$ cat src/rtl/bkp_pkg.sv
package bkp_pkg;
  typedef enum logic [1:0] {
    MODE_MAIN = 2'd0,
    MODE_BAT  = 2'd1,
    MODE_HOLD = 2'd2
  } mode_t;

  localparam int FLAG_CNT  = 3;
  localparam int IDX_THR   = 0;
  localparam int IDX_BAT   = 1;
  localparam int IDX_DEEP  = 2;
  localparam logic [FLAG_CNT-1:0] FLAG_IDLE = 3'b011;
endpackage

$ cat src/rtl/bkp_rst_sync.sv
module bkp_rst_sync #(
  parameter int STAGES = 2
) (
  input  logic clk,
  input  logic rst_n,
  output logic rst_sync_n
);
  logic [STAGES-1:0] pipe_q;

  always_ff @(posedge clk or negedge rst_n) begin
    if (!rst_n) pipe_q <= '0;
    else        pipe_q <= {pipe_q[STAGES-2:0], 1'b1};
  end

  assign rst_sync_n = pipe_q[STAGES-1];
endmodule

$ cat src/rtl/bkp_flag_filter.sv
module bkp_flag_filter #(
  parameter int   DEB_LEN = 4,
  parameter logic RST_VAL = 1'b0
) (
  input  logic clk,
  input  logic rst_n,
  input  logic raw,
  output logic filt
);
  localparam int CW = (DEB_LEN > 1) ? $clog2(DEB_LEN) : 1;
  localparam logic [CW-1:0] CNT_LAST = CW'(DEB_LEN - 1);

  logic [CW-1:0] cnt_q, cnt_d;
  logic          filt_q, filt_d;

  always_comb begin
    cnt_d  = '0;
    filt_d = filt_q;
    if (raw != filt_q) begin
      if (cnt_q == CNT_LAST) filt_d = raw;
      else                   cnt_d  = cnt_q + 1'b1;
    end
  end

  always_ff @(posedge clk or negedge rst_n) begin
    if (!rst_n) begin
      cnt_q  <= '0;
      filt_q <= RST_VAL;
    end else begin
      cnt_q  <= cnt_d;
      filt_q <= filt_d;
    end
  end

  assign filt = filt_q;

  // the filtered value moves only toward a raw value already sampled
  a_r2_filter_follows_raw: assert property (@(posedge clk) disable iff (!rst_n)
    !$stable(filt_q) |-> $past(raw) == filt_q);
endmodule

$ cat src/rtl/bkp_mode_fsm.sv
module bkp_mode_fsm
  import bkp_pkg::*;
(
  input  logic clk,
  input  logic rst_n,
  input  logic thr_ok,
  input  logic above_bat,
  input  logic deep_low,
  input  logic sup_ok_seen,
  output logic bat_on,
  output logic src_is_bat,
  output logic wdo_hold_hi,
  output logic ce_hold_hi,
  output logic rst_hold_lo,
  output logic pfo_hold_lo
);
  mode_t mode_q, mode_d;
  logic  enter_bat;

  assign enter_bat = !thr_ok && !above_bat;

  always_comb begin
    mode_d = mode_q;
    unique case (mode_q)
      MODE_MAIN: if (enter_bat) mode_d = MODE_BAT;
      MODE_BAT:  if (!enter_bat) mode_d = MODE_HOLD;
      MODE_HOLD: begin
        if (enter_bat)        mode_d = MODE_BAT;
        else if (sup_ok_seen) mode_d = MODE_MAIN;
      end
      default:   mode_d = MODE_MAIN;
    endcase
  end

  always_ff @(posedge clk or negedge rst_n) begin
    if (!rst_n) mode_q <= MODE_MAIN;
    else        mode_q <= mode_d;
  end

  assign bat_on      = (mode_q == MODE_BAT);
  assign src_is_bat  = (mode_q == MODE_BAT);
  assign wdo_hold_hi = (mode_q != MODE_MAIN);
  assign ce_hold_hi  = (mode_q != MODE_MAIN);
  assign rst_hold_lo = (mode_q != MODE_MAIN);
  assign pfo_hold_lo = (mode_q == MODE_BAT) && deep_low;

  // battery mode starts only after both entry conditions were seen
  a_r3_entry_needs_both: assert property (@(posedge clk) disable iff (!rst_n)
    $rose(bat_on) |-> $past(!thr_ok && !above_bat));
  // battery mode always carries the output overrides
  a_r5_overrides_in_bat: assert property (@(posedge clk) disable iff (!rst_n)
    bat_on |-> (wdo_hold_hi && ce_hold_hi && rst_hold_lo));
  // power-fail forcing only inside battery mode
  a_r6_pfo_only_in_bat: assert property (@(posedge clk) disable iff (!rst_n)
    pfo_hold_lo |-> bat_on);
  // overrides drop only after the sequencer reported supply good
  a_r8_release_on_report: assert property (@(posedge clk) disable iff (!rst_n)
    $fell(rst_hold_lo) |-> $past(sup_ok_seen));
endmodule

$ cat src/rtl/bkp_mode_ctrl.sv
module bkp_mode_ctrl
  import bkp_pkg::*;
#(
  parameter int DEB_LEN = 4
) (
  input  logic clk,
  input  logic rst_n,
  input  logic vcc_above_thr,
  input  logic vcc_above_bat,
  input  logic vcc_far_below_bat,
  input  logic supply_ok_seen,
  output logic bat_on,
  output logic src_is_bat,
  output logic wdo_hold_hi,
  output logic ce_hold_hi,
  output logic rst_hold_lo,
  output logic pfo_hold_lo
);
  logic                rst_int_n;
  logic [FLAG_CNT-1:0] raw_flags;
  logic [FLAG_CNT-1:0] filt_flags;

  assign raw_flags[IDX_THR]  = vcc_above_thr;
  assign raw_flags[IDX_BAT]  = vcc_above_bat;
  assign raw_flags[IDX_DEEP] = vcc_far_below_bat;

  bkp_rst_sync #(.STAGES(2)) u_rst (
    .clk        (clk),
    .rst_n      (rst_n),
    .rst_sync_n (rst_int_n)
  );

  for (genvar i = 0; i < FLAG_CNT; i++) begin : g_flt
    bkp_flag_filter #(
      .DEB_LEN (DEB_LEN),
      .RST_VAL (FLAG_IDLE[i])
    ) u_flt (
      .clk   (clk),
      .rst_n (rst_int_n),
      .raw   (raw_flags[i]),
      .filt  (filt_flags[i])
    );
  end

  bkp_mode_fsm u_fsm (
    .clk         (clk),
    .rst_n       (rst_int_n),
    .thr_ok      (filt_flags[IDX_THR]),
    .above_bat   (filt_flags[IDX_BAT]),
    .deep_low    (filt_flags[IDX_DEEP]),
    .sup_ok_seen (supply_ok_seen),
    .bat_on      (bat_on),
    .src_is_bat  (src_is_bat),
    .wdo_hold_hi (wdo_hold_hi),
    .ce_hold_hi  (ce_hold_hi),
    .rst_hold_lo (rst_hold_lo),
    .pfo_hold_lo (pfo_hold_lo)
  );

  // out of reset the block is in main mode with no override
  a_r1_idle_after_reset: assert property (@(posedge clk) disable iff (!rst_n)
    !rst_int_n |=> !bat_on || rst_int_n);
  // leaving battery mode never drops the reset override in the same step
  a_r7_hold_keeps_reset: assert property (@(posedge clk) disable iff (!rst_int_n)
    $fell(bat_on) |-> rst_hold_lo);
endmodule

$ cat config.mk
export PLATFORM = sky130hd
export DESIGN_NAME = bkp_mode_ctrl
export DESIGN_NICKNAME = d
export VERILOG_FILES = /design/src/rtl/bkp_pkg.sv /design/src/rtl/bkp_rst_sync.sv /design/src/rtl/bkp_flag_filter.sv /design/src/rtl/bkp_mode_fsm.sv /design/src/rtl/bkp_mode_ctrl.sv
export SDC_FILE = /design/constraint.sdc
export NUM_CORES = 1
export LEC_CHECK = 0
export BUFFER_PORTS_ARGS = -buffer_cell sky130_fd_sc_hd__buf_2
export CAP_MARGIN = 20
export CORE_AREA = 2 2 39 41
export DETAILED_ROUTE_END_ITERATION = 10
export DIE_AREA = 0 0 41 43
export GPL_ROUTABILITY_DRIVEN = 0
export RECOVER_POWER = 50
export SYNTH_ARGS = -nofsm -noshare
export SYNTH_HDL_FRONTEND = slang
export SYNTH_HIERARCHICAL = 1
export SYNTH_SLANG_ARGS = --single-unit
$ cat constraint.sdc
create_clock -name clk -period 1.09 [get_ports clk]
set_input_delay 0.109 -clock clk [delete_from_list [all_inputs] [get_ports clk]]
set_output_delay 0.109 -clock clk [all_outputs]
set_load 0.01 [all_outputs]
==> results.cfg, run 1 <==
[place]
dp.cells = 62
hpwl_um = 626
portBuffers = 11

[power_and_ir_drop]
power.density_nw_per_um2 = 2780
p_leak_nw = 0.329
ir_worst_vdd_v = 0.00118

[clocking]
cts_tree = done
cts_root_buf = clkbuf_4
cts.sinks = 13
clockBufferDepth = 2
cts_buffers = 3
clk_pin_slew_ns = 0.08
clock_latency_ns = 0.27
htreeDepth = 1

[route]
drt_iter0_markers = 2
antenna_left = 0
drcViolationCount = 0
viasPerCell = 4.73
dr.pass1.iters = 2
routedWlPerCell_um = 11.3
postRouteWirelength_um = 789
vias = 331

[worst_setup_path]
cpLargestDelayFamily = flip-flops
cp.arrival_ns = 1.08
crit_path_cell_trace = or2_4 > buf_2
critPathMaxStageDelay_ns = 0.41
crit_fanout = 4
start_kind = flip-flop
critical_path_depth = 2
cp_num_buf_inv = 1
required_ns = 0.98
rr_worst_depth = 3
cpMaxStageDelayCell = dfrtp_1
crit_type = reg -> out
cp-end-kind = primary output

[synthesis]
ys_seq_elements = 13
yosys.area.top_type_share = 0.508
yosysSeqAreaShare = 0.605
ys_types = 14
synth_area_um2 = 542
yosys_warnings = 6
yosys-top-cells-area = dfrtp_1 51%, dfstp_2 9.7%, ha_1 6.9%
syn-num-nets = 47
synth.avg_cell_area_um2 = 14.3
synth_cells = 38
yosysTopAreaCell = dfrtp_1

[sta]
worst_slack_ns = -0.102
slew_viol_final = 0
finalCriticalPeriod_ns = 1.19
fin_worst_skew_ns = 0.00351
final-hold-violation-count = 0
period_share = 1.09
setup_violations = 4
grt_setup_unrepaired = true
fmax_ghz = 0.839
fin_hold_ws_ns = 0.0938

[floorplan]
start_util = 0.392
io_pins = 12
die_x_um = 41
die_y_um = 43
rows = 14
core_um2 = 1380
die-area_um2 = 1760

[cells_and_area]
layout_common_cells = 11 x dfrtp_1, 9 x buf_2
stdcell_count = 70
nNetsFinal = 64
area_delta_synth_final_pct = 23.8
antenna_cells = 0
layout_commonest_cell = dfrtp_1
drive_gt1_frac = 0.500

[global_routing]
grt_antenna_before_repair = 0
grt_pass1_vias = 378
grt_max_degree = 12
grt.total_usage = 0.127
grt_pass1_wl_um = 1410
grt_overflow_total = 0

[min_path]
holdPathStages = 2
hp-class = in -> reg

[outcome]
status = finished, violations left
violations = negative setup slack

[run]
maxCapViolations = 0
[kinds of logic after synthesis]
group | synth area share
and+or+nand+nor | 0.125
buffers and inverters | 0.0416
DFF | 0.605
muxes | 0.0624
other | 0.00692
adders and majority gates | 0.0693
xor gates and xnor gates | 0.0485
AOI/OAI and AO/OA | 0.0416
[final cells by class]
cell class,count,area [µm²]
clock buffers,4,26.3
fillers,141,713
multi-input cells,22,204
flip-flops and latches,13,328
well taps,16,20.0
repair buffers,15,92.6
[worst register-to-register path, cell delays in order (launching register included)]
cell and delay [ns]:
dfrtp_1 0.41, or2_4 0.27, buf_4 0.13, o211a_1 0.11
[Yosys cell counts]
cell type and n:
xnor2_1 3, ha_1 3, and2_1 1, dfrtp_1 11, buf_4 3, nor2b_1 4, or2_1 1, nor3_2 3
dfstp_2 2, o21ai_0 1, a211oi_1 1, mux2_2 3, conb_1 1, o211a_1 1
[stage by stage]
stage               setup slack [ns]  TNS (ns)  utilization  power, mW  instance area (µm²)
finish                        -0.102    -0.392        0.485       1.86                  671
global route                  -0.162    -0.721        0.485       2.04                  671
CTS                           -0.132    -0.500        0.477       1.85                  661
detailed placement            0.0856         0        0.429       1.46                  594
global placement               0.115         0        0.429       1.39                  594
floorplan                      0.119         0            -       1.32                  542
[layer usage]
layer | wire, µm | track usage | vias to the layer above
li1 | - | - | 156
met4 | 6 | 0.100 | 0
met1 | 321 | 0.125 | 165
met5 | 0 | 0 | -
met2 | 419 | 0.206 | 8
met3 | 41 | 0.0314 | 2
[flip-flops by register name, indices dropped and copies added, names as in the netlist]
name	count
g_flt.u_flt/cnt_q	6
g_flt.u_flt/filt	3
u_fsm/mode_q	2
u_rst/pipe_q	2
[path summary, 6_finish.rpt]
| check | start | end | slack (ns) |
|---|---|---|---|
| max reg2reg | u_fsm/mode_q[0] | u_fsm/mode_q[1] | 0.06 |
| min in group asynchronous | rst_n | u_rst/pipe_q[0] | 0.14 |
| min | vcc_far_below_bat | g_flt[2].u_flt/filt | 0.09 |
| min reg2reg | u_rst/pipe_q[1] | g_flt[2].u_flt/cnt_q[1] | 0.17 |
| max | u_fsm/mode_q[0] | rst_hold_lo | -0.10 |
| max in group asynchronous | u_rst/pipe_q[1] | g_flt[1].u_flt/filt | 0.58 |
[power breakdown]
part,leakage (nW),switching (mW),internal (mW),total [mW]
registers,0.159,0.155,0.695,0.850
logic,0.155,0.293,0.436,0.730
clock network,0.0150,0.144,0.142,0.285
total,0.329,0.592,1.27,1.86
[what timing repair did]
action                     in CTS  in global routing
buffers inserted                3                  0
hold buffers                    1                  0
pin swaps                       2                  0
hold endpoints to repair        2                  0
setup endpoints to repair       6                  7
resized for setup               2                  3
(Power assumes the default switching activity.)
==> inputs of run 2 (changes only) <==
Settings changed: SYNTH_HIERARCHICAL 1 to unset.
==> run 2 against run 1 <==
Effect of this change: the run still ends with negative setup slack left; global-route usage up 0.90 points; via count decreased by 4.8%; sequential share of layout area increased by 0.46 points; worst setup slack worse by 0.016 ns; power decreased by 3.9%; non-clock buffer count fell by 1; flip-flop and latch count stayed put; critical path depth is the same; highest routed layer unchanged.
==> results.cfg, run 2 <==
[place]
portBuffers = 11
hpwl_um = 684
placed_cell_area_um2 = 602

[global_routing]
grt_antenna_before_repair = 0
grt.total_usage = 0.136
grt_pass1_vias = 330
grt_overflow_total = 0
grt_max_degree = 12
grt_pass1_wl_um = 1430

[clocking]
htreeDepth = 1
cts_root_buf = clkbuf_4
clk_pin_slew_ns = 0.07
clockBufferDepth = 2
cts.sinks = 13
cts_tree = done
cts_buffers = 3
clock_latency_ns = 0.26

[sta]
fmax_ghz = 0.827
grt_setup_unrepaired = true
period_share = 1.11
fin_worst_skew_ns = 0.00152
final-hold-violation-count = 0
worst_slack_ns = -0.119
slew_viol_final = 0
finalCriticalPeriod_ns = 1.21
fin_setup_tns_ns = -0.437
setup_violations = 4

[cells_and_area]
regMostFlops = g_flt.u_flt.cnt_q
largest_reg_flops = 6
nFillCells = 125
drive_gt1_frac = 0.434
seqCellArea_um2 = 328
antenna_cells = 0
area_delta_synth_final_pct = 21.0
multi_input_area_um2 = 211
layout_commonest_cell = dfrtp_1
fin_area_um2 = 664
layout_common_cells = 11 x dfrtp_1, 10 x buf_2, 4 x and2_1
nNetsFinal = 63

[synthesis]
yosys-top-cells-area = dfrtp_1 50%, dfstp_2 9.6%, ha_1 6.8%
synth_edf_count = 0
yosysTopAreaCell = dfrtp_1
synth_cells = 38
synth.avg_cell_area_um2 = 14.5
synth_area_um2 = 549
yosys_warnings = 0
ys_seq_elements = 13
synthArstFlopShare = 1.00
yosysSeqAreaShare = 0.597
yosys.area.top_type_share = 0.501
synth_most_common_cell = dfrtp_1
synth_ff_type = dfrtp_1
ys_top_cells_by_count = 11 x dfrtp_1, 4 x and2_1
ys_types = 14
syn-num-nets = 47

[route]
antenna_left = 0
dr.pass1.iters = 1
drcViolationCount = 0
vias = 315
postRouteWirelength_um = 864
drt_iter0_markers = 0
wl_met1_um = 311
routedWlPerCell_um = 12.5
met3_length_um = 50
dr_wl_met2_um = 492
viasPerCell = 4.57
routed.top_layer = met4

[worst_setup_path]
start_kind = flip-flop
cp-end-kind = primary output
crit_type = reg -> out
required_ns = 0.98
crit_fanout = 4
cp.arrival_ns = 1.10

[power_and_ir_drop]
p_leak_nw = 0.333
p_sw_mw = 0.567
p_int_mw = 1.23
ir_worst_vdd_v = 0.00102
clkPwrFrac = 0.151
pwr-share-comb = 0.368
switching_share = 0.316
seq_power_share = 0.481
power.density_nw_per_um2 = 2700

[outcome]
violations = negative setup slack
status = finished, violations left

[floorplan]
die_x_um = 41
start_util = 0.397
core_um2 = 1380
die-area_um2 = 1760
io_pins = 12
die_y_um = 43
rows = 14

[run]
maxCapViolations = 0

[min_path]
hp-class = in -> reg
run 2: stage by stage:
step / power, mW / utilization / setup WS (ns) / instances / hold slack, ns
finish: 1.79 / 0.480 / -0.119 / 69 / 0.0868
global route: 1.95 / 0.480 / -0.172 / 69 / 0.0807
CTS: 1.81 / 0.479 / -0.127 / 69 / 0.0782
detailed placement: 1.44 / 0.435 / 0.00752 / 62 / -0.104
global placement: 1.36 / 0.435 / 0.0712 / 62 / -0.106
floorplan: 1.29 / - / 0.0773 / 38 / -0.187
run 2: path summary, 6_finish.rpt:
| path | start | slack, ns | depth (start not counted) | endpoint |
|---|---|---|---|---|
| worst max-delay path | u_fsm.mode_q[1] | -0.12 | 2 | wdo_hold_hi |
| min in group asynchronous | rst_n | 0.16 | 2 | u_rst.pipe_q[0] |
| max in group asynchronous | u_rst.pipe_q[1] | 0.59 | 0 | g_flt[0].u_flt.filt |
| worst min register to register | u_rst.pipe_q[1] | 0.17 | 0 | u_fsm.mode_q[0] |
| worst max register to register | u_fsm.mode_q[1] | 0.04 | 3 | u_fsm.mode_q[1] |
| worst min-delay path | vcc_above_bat | 0.09 | 2 | g_flt[1].u_flt.filt |
run 2: logic make-up (layout without fill, tap and decap cells):
group | after synthesis | in the layout | share of synthesized area
xor+xnor | 3 | 3 | 0.0478
flops | 13 | 13 | 0.597
compound gates | 3 | 3 | 0.0410
other cells | 1 | 1 | 0.00683
fa+ha+maj | 3 | 3 | 0.0683
mux | 3 | 3 | 0.0615
buf+inv | 3 | 18 | 0.0410
simple gates | 9 | 9 | 0.137
run 2: repair_timing:
action                     in CTS  in global routing
resized for setup               3                  1
hold buffers                    1                  0
hold endpoints to repair        2                  0
pin swaps                       2                  0
setup endpoints to repair       7                  7
setup buffers                   2                  0
run 2: final cells by class:
type                       instances  area share
timing repair buffer              14       0.119
clock buffer                       4      0.0395
sequential                        13       0.493
tap                               16      0.0301
multi-input combinational         22       0.318
run 2: power groups by stage:
stage / Clock, mW / Combinational, mW / Sequential [mW]
after detailed placement: 0 / 0.578 / 0.860
final: 0.271 / 0.659 / 0.862
after CTS: 0.292 / 0.654 / 0.858
after global placement: 0 / 0.526 / 0.834
after floorplan: 0 / 0.474 / 0.811
after global routing: 0.315 / 0.748 / 0.892
run 2: worst max-delay path, stage by stage, from the launching register on:
cell	delay, ns
dfrtp_1	0.44
or2_4	0.26
buf_2	0.14
run 2: metal layers:
| layer | up-vias | global-route usage |
|---|---|---|
| li1 | 152 | - |
| met1 | 151 | 0.131 |
| met2 | 10 | 0.219 |
| met3 | 2 | 0.0314 |
| met4 | 0 | 0.120 |
| met5 | - | 0 |
